File: src/rtl/pwm_timebase_pkg.sv
// Package: shared widths for the fractional-divider PWM timebase.
// Assumes the divider is unsigned fixed point with FRAC_W fraction bits.
package pwm_timebase_pkg;
    localparam int DIV_W   = 18;   // total divider width (10.8)
    localparam int FRAC_W  = 8;    // fraction bits of the divider
    localparam int RES_W   = 5;    // resolution field width
    localparam int CNT_W   = 20;   // widest counter supported
    localparam int ACC_W   = DIV_W + 1;

    // Limit a requested resolution to the legal range 1..max_bits.
    function automatic logic [RES_W-1:0] clamp_res(input logic [RES_W-1:0] req,
                                                   input int max_bits);
        if (req == '0)
            return RES_W'(1);
        else if (int'(req) > max_bits)
            return RES_W'(max_bits);
        else
            return req;
    endfunction
endpackage

File: src/rtl/pwm_src_sel.sv
// Source select: produces one enable per counting-source edge.
// With sel low, every clock cycle is an edge. With sel high, an edge is a
// rising transition of the reference strobe (or its level when REF_EDGE = 0).
// Assumes ref_tick is already synchronous to clk.
module pwm_src_sel #(
    parameter bit REF_EDGE = 1'b1
) (
    input  logic clk,
    input  logic rst_n,
    input  logic sel,
    input  logic ref_tick,
    output logic src_en
);
    logic ref_qual;

    generate
        if (REF_EDGE) begin : g_edge
            logic ref_q;
            // Remember last reference level for edge detection.
            always_ff @(posedge clk) begin
                if (!rst_n) ref_q <= 1'b0;
                else        ref_q <= ref_tick;
            end
            assign ref_qual = ref_tick & ~ref_q;
        end else begin : g_level
            assign ref_qual = ref_tick;
        end
    endgenerate

    // Choose between bus clock (every cycle) and qualified reference.
    always_comb src_en = sel ? ref_qual : 1'b1;
endmodule

File: src/rtl/pwm_frac_div.sv
// Fractional divider: adds one unit (2^FRAC_W) per source edge. It emits a
// tick and subtracts the divider whenever the sum reaches the divider.
// Divider values below one unit are treated as one unit. hold freezes the
// phase; clr zeroes it and suppresses the tick.
module pwm_frac_div #(
    parameter int DIV_W  = pwm_timebase_pkg::DIV_W,
    parameter int FRAC_W = pwm_timebase_pkg::FRAC_W
) (
    input  logic             clk,
    input  logic             rst_n,
    input  logic             src_en,
    input  logic             hold,
    input  logic             clr,
    input  logic [DIV_W-1:0] div_val,
    output logic             tick
);
    localparam int ACC_W = DIV_W + 1;
    localparam logic [ACC_W-1:0] UNIT = ACC_W'(1) << FRAC_W;

    logic [ACC_W-1:0] acc;
    logic [ACC_W-1:0] div_eff;
    logic [ACC_W-1:0] sum;
    logic             step;

    // Effective divider, clamped to at least one whole unit.
    always_comb begin
        div_eff = (ACC_W'(div_val) < UNIT) ? UNIT : ACC_W'(div_val);
        sum     = acc + UNIT;
        step    = src_en && !hold && !clr;
        tick    = step && (sum >= div_eff);
    end

    // Accumulator update: add a unit, subtract divider on each tick.
    always_ff @(posedge clk) begin
        if (!rst_n)
            acc <= '0;
        else if (clr)
            acc <= '0;
        else if (step)
            acc <= tick ? (sum - div_eff) : sum;
    end
endmodule

File: src/rtl/pwm_counter.sv
// Wrap counter: advances on tick, wraps after 2^N values and pulses ovf
// on the cycle the count shows the wrapped zero. The requested resolution
// is clamped and loaded only at reset, clear or a wrap.
module pwm_counter #(
    parameter int CNT_W = pwm_timebase_pkg::CNT_W,
    parameter int RES_W = pwm_timebase_pkg::RES_W
) (
    input  logic             clk,
    input  logic             rst_n,
    input  logic             tick,
    input  logic             clr,
    input  logic [RES_W-1:0] res_req,
    output logic [CNT_W-1:0] count,
    output logic             ovf
);
    logic [RES_W-1:0] res_act;
    logic [RES_W-1:0] res_lim;
    logic [CNT_W-1:0] top_val;
    logic             wrap;

    // Clamp request and derive the terminal count of the active width.
    always_comb begin
        res_lim = pwm_timebase_pkg::clamp_res(res_req, CNT_W);
        top_val = CNT_W'((64'd1 << res_act) - 64'd1);
        wrap    = tick && (count == top_val);
    end

    // Count, wrap, strobe and deferred resolution load.
    always_ff @(posedge clk) begin
        if (!rst_n || clr) begin
            count   <= '0;
            ovf     <= 1'b0;
            res_act <= res_lim;
        end else if (wrap) begin
            count   <= '0;
            ovf     <= 1'b1;
            res_act <= res_lim;
        end else begin
            ovf <= 1'b0;
            if (tick) count <= count + CNT_W'(1);
        end
    end
endmodule

File: src/rtl/pwm_timebase.sv
// Top: fractional-divider PWM timebase. Source select feeds the fractional
// divider, whose ticks drive the wrap counter. pause freezes divider and
// counter; cnt_clr restarts both and takes priority over pause.
module pwm_timebase #(
    parameter int DIV_W    = pwm_timebase_pkg::DIV_W,
    parameter int FRAC_W   = pwm_timebase_pkg::FRAC_W,
    parameter int RES_W    = pwm_timebase_pkg::RES_W,
    parameter int CNT_W    = pwm_timebase_pkg::CNT_W,
    parameter bit REF_EDGE = 1'b1
) (
    input  logic             clk,
    input  logic             rst_n,
    input  logic             src_sel,
    input  logic             ref_tick,
    input  logic [DIV_W-1:0] div_val,
    input  logic [RES_W-1:0] res_bits,
    input  logic             pause,
    input  logic             cnt_clr,
    output logic [CNT_W-1:0] count,
    output logic             ovf
);
    logic src_en;
    logic tick;

    pwm_src_sel #(.REF_EDGE(REF_EDGE)) u_src (
        .clk      (clk),
        .rst_n    (rst_n),
        .sel      (src_sel),
        .ref_tick (ref_tick),
        .src_en   (src_en)
    );

    pwm_frac_div #(.DIV_W(DIV_W), .FRAC_W(FRAC_W)) u_div (
        .clk     (clk),
        .rst_n   (rst_n),
        .src_en  (src_en),
        .hold    (pause),
        .clr     (cnt_clr),
        .div_val (div_val),
        .tick    (tick)
    );

    pwm_counter #(.CNT_W(CNT_W), .RES_W(RES_W)) u_cnt (
        .clk     (clk),
        .rst_n   (rst_n),
        .tick    (tick),
        .clr     (cnt_clr),
        .res_req (res_bits),
        .count   (count),
        .ovf     (ovf)
    );
endmodule

File: config.mk
export PLATFORM = sky130hd
export DESIGN_NAME = pwm_timebase
export DESIGN_NICKNAME = d
export VERILOG_FILES = /design/src/rtl/pwm_timebase_pkg.sv /design/src/rtl/pwm_src_sel.sv /design/src/rtl/pwm_frac_div.sv /design/src/rtl/pwm_counter.sv /design/src/rtl/pwm_timebase.sv
export SDC_FILE = /design/constraint.sdc
export NUM_CORES = 1
export LEC_CHECK = 0
export CAP_MARGIN = 20
export CORE_ASPECT_RATIO = 2
export CORE_MARGIN = 2
export CORE_UTILIZATION = 57
export DETAILED_ROUTE_END_ITERATION = 8
export PLACE_DENSITY = 0.82
export SLEW_MARGIN = 20
export SYNTH_ARGS = -nofsm -noshare
export SYNTH_HDL_FRONTEND = slang
export SYNTH_HIERARCHICAL = 1
export SYNTH_SLANG_ARGS = --single-unit
File: constraint.sdc
create_clock -name clk -period 5 [get_ports clk]
set_input_delay 0.75 -clock clk [delete_from_list [all_inputs] [get_ports clk]]
set_output_delay 0.75 -clock clk [all_outputs]
set_load 0.02 [all_outputs]
* Yosys cells after proc, flatten, opt, wreduce, memory -nomap -nowiden
Cells that the tools add are included.
Word-level totals: output and inout port bits 21, bits of input ports 29, register bits after elaboration 46, logic and storage cells 37
Cells by class: mux-type cells 8, magnitude comparators 3, reduce and logical (&&, ||, !) cells 12, bitwise operators 3, eq/ne operators 1, shifts and indexed selects 1, add/sub/neg operators 4
Operators by type and width (count):
- 20-bit by 1-bit adder with 20-bit output, second input constant | 1
- 20-bit equality test | 1
- 5-bit two-way mux | 4
- 1-bit by 5-bit left shift with 20-bit output, first input constant | 1
- 20-bit by 1-bit subtractor with 20-bit output, second input constant | 1
- 19-bit by 9-bit adder with 19-bit output, second input constant | 1
- 19-bit >= comparator | 1
- 19-bit two-way mux | 1
- 19-bit subtractor | 1
- 18-bit by 9-bit < comparator with 1-bit output, second input constant | 1
- 18-bit two-way mux | 1
- 5-bit > comparator, second input constant | 1
- 5-bit logical NOT | 1
- 1-bit logical AND | 4
- 2-bit OR reduction | 2
- 1-bit logical NOT | 3
- 1-bit two-way mux | 2
- 1-bit inverter | 2
- 2-bit nonzero test | 1
- 1-bit AND | 1
- 1-bit logical OR | 1

* Longest topological paths before layout
Gate-level depths: netlist of the first run.
depth after elaboration 9, mapped depth 19, depth with buffers taken out 16

* Hierarchy
The synthesis of the first run kept the hierarchy.
By module, submodules not included:
- pwm_frac_div | instances 1, seq. area each 380.4 um^2, cells an instance 284, area each 2090.8 um^2
- pwm_counter | instances 1, seq. area each 570.5 um^2, cells an instance 241, area each 1874.3 um^2
- pwm_src_sel | instances 1, seq. area each 20.0 um^2, cells an instance 4, area each 40.0 um^2

* Least setup slack after synthesis of the first run
No wires, ideal clock.
path kind input to register, start in div_val[10], end reg u_cnt.res_act[0], enable pin, setup slack 0.529 ns, cell stages on the path 16, path buffers 1, data required time 4.699 ns, arrival 4.171 ns, setup time 0.301 ns, cell sequence nor4_1 > nand3_1 > and2_1 > ha_1 > nand3b_1 > a21oi_2 > o31ai_2 > a31oi_4 > o21ai_2 > inv_2 > clkbuf_1 > o211ai_1 > a2111oi_2 > nand4_1 > a2111oi_4 > or2_2
Between the ends: cells in the longest elaborated chain, start to end 6
RTL lines:
- start: declaration | RTL line pwm_timebase.sv:15 | input logic [DIV_W-1:0] div_val,
- 18-bit by 9-bit < comparator with 1-bit output | RTL line pwm_frac_div.sv:27 | div_eff = (ACC_W'(div_val) < UNIT) ? UNIT : ACC_W'(div_val);
- 18-bit two-way mux (*) | RTL line pwm_frac_div.sv:27
- 19-bit >= comparator (*) | RTL line pwm_frac_div.sv:30 | tick = step && (sum >= div_eff);
- 1-bit logical AND (*) | RTL line pwm_frac_div.sv:30
- via tick | RTL line pwm_timebase.sv:23 | logic tick;
- 1-bit logical AND (*) | RTL line pwm_counter.sv:25 | wrap = tick && (count == top_val);
- 2-bit nonzero test (no source line) (*)
- end signal: assignment | RTL line pwm_counter.sv:33 | res_act <= res_lim;
- end signal: assignment | RTL line pwm_counter.sv:37 | res_act <= res_lim;
- end: declaration | RTL line pwm_counter.sv:16 | logic [RES_W-1:0] res_act;
The timed path passes the listed nets; every way through them passes the cells marked *. A chain may end at the register's enable or synchronous reset.

* Final worst setup path of the first run
start in div_val[8], end reg u_cnt.count[7]
Between the ends: cells in the longest elaborated chain, start to end 6
RTL lines:
- 18-bit by 9-bit < comparator with 1-bit output | RTL line pwm_frac_div.sv:27
- 18-bit two-way mux (*) | RTL line pwm_frac_div.sv:27
- 19-bit >= comparator (*) | RTL line pwm_frac_div.sv:30
- 1-bit logical AND (*) | RTL line pwm_frac_div.sv:30
- via tick | RTL line pwm_timebase.sv:23
- 1-bit logical AND | RTL line pwm_counter.sv:25
- 2-bit OR reduction (no source line)
- end signal: assignment | RTL line pwm_counter.sv:40 | if (tick) count <= count + CNT_W'(1);
- end: declaration | RTL line pwm_counter.sv:13 | output logic [CNT_W-1:0] count,
Marked as above.

==> results of run 1 <==
layer usage:
metal	up-vias	share of wire, %	wire length (um)
met2	157	57	6470
li1	1991	-	-
met4	0	6.9	786
met3	60	3.3	372
met5	-	0	0
met1	1927	33	3800
cell type report:
cell class                      count  area [um2]  area share [%]
Sequential cell                    46         971            20.7
Multi-Input combinational cell    432        2800            59.8
Timing Repair Buffer               61         581            12.4
Clock inverter                      3        21.3           0.454
Clock buffer                        5         125            2.67
Tap cell                           90         113            2.40
Inverter                           20        75.1            1.60
logic make-up (layout without fill, tap and decap cells):
kind of cell	Yosys count	in the layout	synth area share, %
adder cells (fa/ha/maj)	22	22	7.06
AND/OR/NAND/NOR	231	231	29.4
AO/OA/AOI/OAI	120	120	20.2
XOR/XNOR	47	47	10.3
buffers and inverters	51	89	5.84
flip-flops	46	46	24.2
multiplexers	12	12	3.00
worst reg2reg max path, stage by stage, from the launching register on:
cell       delay [ps]
dfxtp_1           390
ha_1              310
and2_1            220
xor2_1            100
ha_1              430
nand2_1           110
nor3_2            260
o31ai_2           160
a31oi_4           220
o21ai_2            90
inv_2              70
o211ai_1          100
a2111oi_2         360
nand4_1           190
a2111oi_4         380
buf_4             320
nor3_1            100
sequential cells by signal, indices dropped and copies added, names as in the netlist:
| name | cells |
|---|---|
| u_src/g_edge.ref_q | 1 |
| u_cnt/count | 20 |
| u_cnt/res_act | 5 |
| u_cnt/ovf | 1 |
| u_div/acc | 19 |
cells in the final DEF (no fill, tap or decap), drive strengths merged, types with 4 or more instances in the layout:
cell,instances
a2111oi,4
a211oi,8
a21o,7
a21oi,38
a31oi,6
and2,9
and3,7
buf,12
clkbuf,5
clkdlybuf4s50,49
dfxtp,41
edfxtp,5
ha,21
inv,20
mux2i,12
nand2,58
nand2b,8
nand3,31
nand4,13
nor2,37
nor2b,6
nor3,36
nor4,6
o211ai,4
o21ai,28
o31ai,8
or2,5
or3,4
xnor2,21
xor2,26
worst max path at each step:
stage	start	to	slack, ps	cells past startpoint
2_1_floorplan	div_val[10]	u_cnt/res_act[0]$_SDFFCE_PP1P_	530	16
3_3_place_gp	div_val[8]	u_cnt/count[5]$_SDFFE_PP0P_	280	18
3_5_place_dp	div_val[8]	u_cnt/count[5]$_SDFFE_PP0P_	130	18
4_1_cts	div_val[8]	u_cnt/count[5]$_SDFFE_PP0P_	430	18
5_1_grt	div_val[15]	u_cnt/count[2]$_SDFFE_PP0P_	50	17
6_report	div_val[8]	u_cnt/count[7]$_SDFFE_PP0P_	380	18
per-stage QoR:
| step | instances | setup slack, ps | power, W | util (%) |
|---|---|---|---|---|
| after floorplan | 529 | 529 | 0.000527 | - |
| after global placement | 649 | 282 | 0.000584 | 65.9 |
| after detailed placement | 649 | 135 | 0.000589 | 65.9 |
| after CTS | 657 | 432 | 0.000915 | 68.0 |
| after global routing | 657 | 49.3 | 0.000953 | 68.0 |
| final | 657 | 383 | 0.000915 | 68.0 |
where the power goes:
part           leakage, nW  internal, W  switching (W)
logic                 1.30    0.0000826       0.000117
registers            0.382     0.000380     0.00000671
clock network       0.0698     0.000185       0.000144
==> flow_metrics.py, run 1 <==
metrics = {
    "run_status": {
        "status": "finished clean",
    },
    "setup_path": {
        "critPathKind": "in -> reg",
        "cp_num_buf_inv": 4,
        "arrival_ps": 4760,
        "required_ps": 5140,
        "r2r-end": "u_cnt/count[7]$_SDFFE_PP0P_",
        "worstRegToRegCells": 16,
        "crit_chain": "clkdlybuf4s50_1 -> nor4_1 -> buf_4 -> nand3_1 -> and2_1 -> ha_1 -> nand3b_1 -> a21oi_2 -> o31ai_2 -> a31oi_4 -> o21ai_2 -> inv_2 -> o211ai_1 -> a2111oi_2 -> nand4_1 -> a2111oi_4 -> buf_4 -> nor3_1",
        "critPathMostFrequentCell": "buf_4",
        "worst_setup_path_end_kind": "register",
        "startpoint_type": "input pin",
        "r2r-start": "u_div/acc[8]$_SDFFE_PP0P_",
        "r2r_slack_ps": 1040,
        "slowest_delay_ps": 470,
        "critical_path.top_delay_family": "compound AO/OA/AOI/OAI gates",
        "slowest_stage": "clkdlybuf4s50_1",
        "crit_fanout": 21,
    },
    "global_route": {
        "top_usage_layer": "met2",
        "track_usage_pct": 30.8,
        "grt_overflow_total": 0,
        "antenna_found_initial": 0,
        "grt_use_met2_pct": 61.6,
        "grt_pass1_wl_um": 18800,
        "grt_max_degree": 23,
        "met1_usage_pct": 26.6,
        "grtUsageMet3_pct": 3.94,
        "grt_pass1_vias": 4125,
    },
    "floorplanning": {
        "dieArea_um2": 7750,
        "coreArea_um2": 6890,
        "chipWidth_um": 63.3,
        "io_pins": 50,
        "rows": 43,
        "initial_core_util_pct": 58.2,
        "fp.dieH_um": 123,
    },
    "detailed_routing": {
        "drc": 0,
        "vias": 4135,
        "avgViaCountPerCell": 6.29,
        "wirelength_um": 11400,
        "drt_pass1_iterations": 5,
        "drt_iter0_drc": 232,
        "antenna_left": 0,
        "wl_per_cell_um": 17.4,
    },
    "cts": {
        "cts_buffers": 5,
        "clockBufferDepth": 2,
        "cts_tree": "yes",
        "worst_setup_hold_path_clk_slew_ps": 60,
        "cts_root_buf": "clkbuf_16",
        "ctsHoldBuffers": 0,
        "insertion_delay_ps": 290,
        "cts_setup_buffers": 0,
        "post_cts_resized": 0,
        "cts_max_level": 2,
        "cts.sinks": 46,
    },
    "logic_synthesis": {
        "synth-edff-count": 5,
        "ys_seq_area_share_pct": 24.2,
        "async_flop_share_pct": 0,
        "synth.distinct_cells": 65,
        "ys.flop_type": "dfxtp_1",
        "syn_area_um2": 4010,
        "synthTopCellsByCount": "nand2_1, dfxtp_1, a21oi_1",
        "syn_inst": 529,
        "ys_warn_count": 6,
        "avgSynthCellArea_um2": 7.57,
        "yosysMostFrequentCell": "nand2_1",
        "yosysTopAreaCell": "dfxtp_1",
        "yosysTopAreaCellShare_pct": 20.5,
        "ys_top_cells_by_area": "dfxtp_1, ha_1, xor2_1",
        "syn_nets": 580,
        "ys_seq_elements": 46,
    },
    "pwr": {
        "p_per_area_nw_per_um2": 195,
        "p_leak_nw": 1.76,
        "ir_drop_uv": 226,
    },
    "final_layout": {
        "stdcell_area_um2": 4690,
        "nets": 617,
        "drive_gt1_share_pct": 7.05,
        "synthToLayoutAreaGrowth_pct": 17.0,
        "num-fill-cells": 610,
        "diodes": 0,
    },
    "sta": {
        "hold_viol": 0,
        "finalCritPeriodShare_pct": 92.3,
        "max_freq_mhz": 217,
        "setup_tns_ps": 0,
        "fin_skew_ps": 4.35,
        "setup_viol": 0,
        "hold_slack_ps": 459,
        "tightest_slew_ps": 869,
        "rsz0062_at_grt": "false",
        "max_slew_margin_pct": 42.1,
        "slew_violations": 0,
        "period_needed_ps": 4620,
    },
    "flow_run": {
        "drv_cap": 0,
    },
    "place": {
        "hpwl_um": 8940,
        "postPlaceCellArea_um2": 4540,
        "io_buffers": 49,
        "place.gp.congestion": 0.944,
    },
    "min_path": {
        "worstHoldPathType": "reg -> reg",
        "min_to": "u_div/acc[6]$_SDFFE_PP0P_",
        "hold_depth": 2,
        "hp-start": "u_div/acc[6]$_SDFFE_PP0P_",
    },
}
No activity file was read; power rests on OpenSTA's default activity.
==> run 2: changes to the inputs <==
Settings changed: CORE_UTILIZATION 57 to 51, PLACE_DENSITY 0.82 to 0.77, REMOVE_ABC_BUFFERS from default to 1.
Clock period 5 ns to 3.82 ns, I/O delays scaled along.
==> flow_metrics.py, run 2 (synthesis gave the netlist of run 1 again) <==
metrics = {
    "setup_path": {
        "crit_fanout": 8,
        "startpoint_type": "input pin",
        "slowest_stage": "nor4_4",
        "critPathMostFrequentCell": "buf_4",
        "required_ps": 3950,
        "crit_chain": "buf_4 -> nor4_4 -> nand3_2 -> buf_6 -> and2_1 -> ha_2 -> nand3b_1 -> a21oi_2 -> o31ai_4 -> a31oi_4 -> o21ai_2 -> inv_2 -> o211ai_1 -> a2111oi_2 -> nand4_1 -> a2111oi_4 -> buf_4 -> clkbuf_16 -> nor3_1",
        "worst_setup_path_end_kind": "register",
        "critPathKind": "in -> reg",
        "slowest_delay_ps": 320,
        "arrival_ps": 3830,
    },
    "cts": {
        "cts_tree": "yes",
        "cts.sinks": 46,
        "cts_max_level": 2,
        "worst_setup_hold_path_clk_slew_ps": 60,
        "insertion_delay_ps": 290,
        "cts_buffers": 5,
        "clockBufferDepth": 2,
        "cts_root_buf": "clkbuf_16",
        "ctsHoldBuffers": 0,
    },
    "detailed_routing": {
        "avgViaCountPerCell": 6.16,
        "vias": 4377,
        "antenna_left": 0,
        "drc": 0,
        "wl_per_cell_um": 17.2,
        "wirelength_um": 12200,
        "drt_iter0_drc": 234,
        "drt_pass1_iterations": 5,
    },
    "sta": {
        "setup_ws_ps": 126,
        "setup_viol": 0,
        "tightest_slew_ps": 937,
        "slew_violations": 0,
        "hold_slack_ps": 464,
        "max_freq_mhz": 271,
        "finalCritPeriodShare_pct": 96.7,
        "setup_tns_ps": 0,
        "hold_viol": 0,
        "fin_skew_ps": 8.36,
        "period_needed_ps": 3690,
        "max_slew_margin_pct": 37.5,
    },
    "pwr": {
        "p_leak_nw": 2.10,
        "ir_drop_uv": 229,
        "p_per_area_nw_per_um2": 259,
        "power_w": 0.00136,
    },
    "run_status": {
        "status": "finished clean",
    },
    "place": {
        "io_buffers": 49,
        "dp_slack_ps": -779,
        "place.gp.congestion": 0.908,
        "hpwl_um": 9030,
    },
    "final_layout": {
        "final_common_cell": "buf_4",
        "drive_gt1_share_pct": 17.7,
        "largest_reg_flops": 20,
        "num-fill-cells": 615,
        "mostFrequentLayoutCells": "buf_4, nand2_1, dfxtp_1, clkdlybuf4s50_1, a21oi_1",
        "diodes": 0,
        "nets": 667,
        "top_register": "u_cnt/count",
        "top_regs": "u_cnt/count: 20 flops, u_div/acc: 19 flops, u_cnt/res_act: 5 flops",
        "synthToLayoutAreaGrowth_pct": 31.0,
    },
    "min_path": {
        "worstHoldPathType": "reg -> reg",
    },
    "flow_run": {
        "drv_cap": 0,
    },
    "floorplanning": {
        "initial_core_util_pct": 52.7,
        "coreArea_um2": 7600,
        "fp.dieH_um": 129,
        "rows": 45,
        "dieArea_um2": 8620,
        "chipWidth_um": 66.7,
        "io_pins": 50,
    },
    "global_route": {
        "grt_overflow_total": 0,
        "grt_pass1_wl_um": 19100,
        "antenna_found_initial": 0,
        "grt_pass1_vias": 4331,
        "grt_max_degree": 23,
        "track_usage_pct": 28.7,
    },
}
[run 2: changes by cell type in the layout (fill, tap and decap cells not counted), sizes merged, moves of 2 or more]
cell	previous run	this run
dlymetal6s2s	0	2
buf	12	62
clkdlybuf4s50	49	39
clkinv	2	0
clkbuf	5	13
clkdlybuf4s15	0	2
[run 2: area by class of cell]
type / count / area, um2 / area share [%]
Timing Repair Buffer: 111 / 966 / 18.4
Clock inverter: 1 / 30.0 / 0.572
Sequential cell: 46 / 972 / 18.5
Tap cell: 94 / 118 / 2.24
Inverter: 20 / 75.1 / 1.43
Clock buffer: 7 / 164 / 3.12
Multi-Input combinational cell: 432 / 2920 / 55.7
[run 2: worst max-delay path, delay by kind of cell]
kind                       cells  cell delay [ps]
AOI/OAI and AO/OA              7             1330
and+or+nand+nor                6             1030
adders and majority gates      1              170
buffers and inverters          5              710
[run 2: path summary, 6_finish.rpt]
kind	start	to	slack [ps]	cells past startpoint
worst min-delay path	u_div/acc[6]$_SDFFE_PP0P_	u_div/acc[6]$_SDFFE_PP0P_	460	2
worst max-delay path	div_val[12]	u_cnt/count[17]$_SDFFE_PP0P_	130	19
worst max register to register	u_cnt/res_act[4]$_SDFFCE_PP0P_	u_cnt/count[17]$_SDFFE_PP0P_	200	13
worst min register to register	u_div/acc[6]$_SDFFE_PP0P_	u_div/acc[6]$_SDFFE_PP0P_	460	2
[run 2: timing repair]
item                       in CTS  in global routing
cloned                          0                  2
setup endpoints to repair      26                 26
pin swaps                      12                  3
buffers inserted                5                  1
resized for setup              17                 36
[run 2: layer usage]
metal	vias up	GRT usage, %	wire (um)
li1	2084	-	-
met3	67	3.30	436
met4	0	22.6	891
met5	-	0	0
met1	2072	26.4	4200
met2	154	54.1	6710
[run 2: through the flow]
stage,utilization (%),cells,cell area (um2)
2_1_floorplan,-,498,3850
3_3_place_gp,63.9,695,4860
3_5_place_dp,63.9,695,4860
4_1_cts,67.5,708,5130
5_1_grt,69.0,711,5250
6_report,69.0,711,5250
[run 2: power breakdown]
part           leakage [nW]  switching, W  internal [W]
sequential            0.383    0.00000879      0.000497
clock                0.0953      0.000190      0.000367
combinational          1.62      0.000168      0.000130
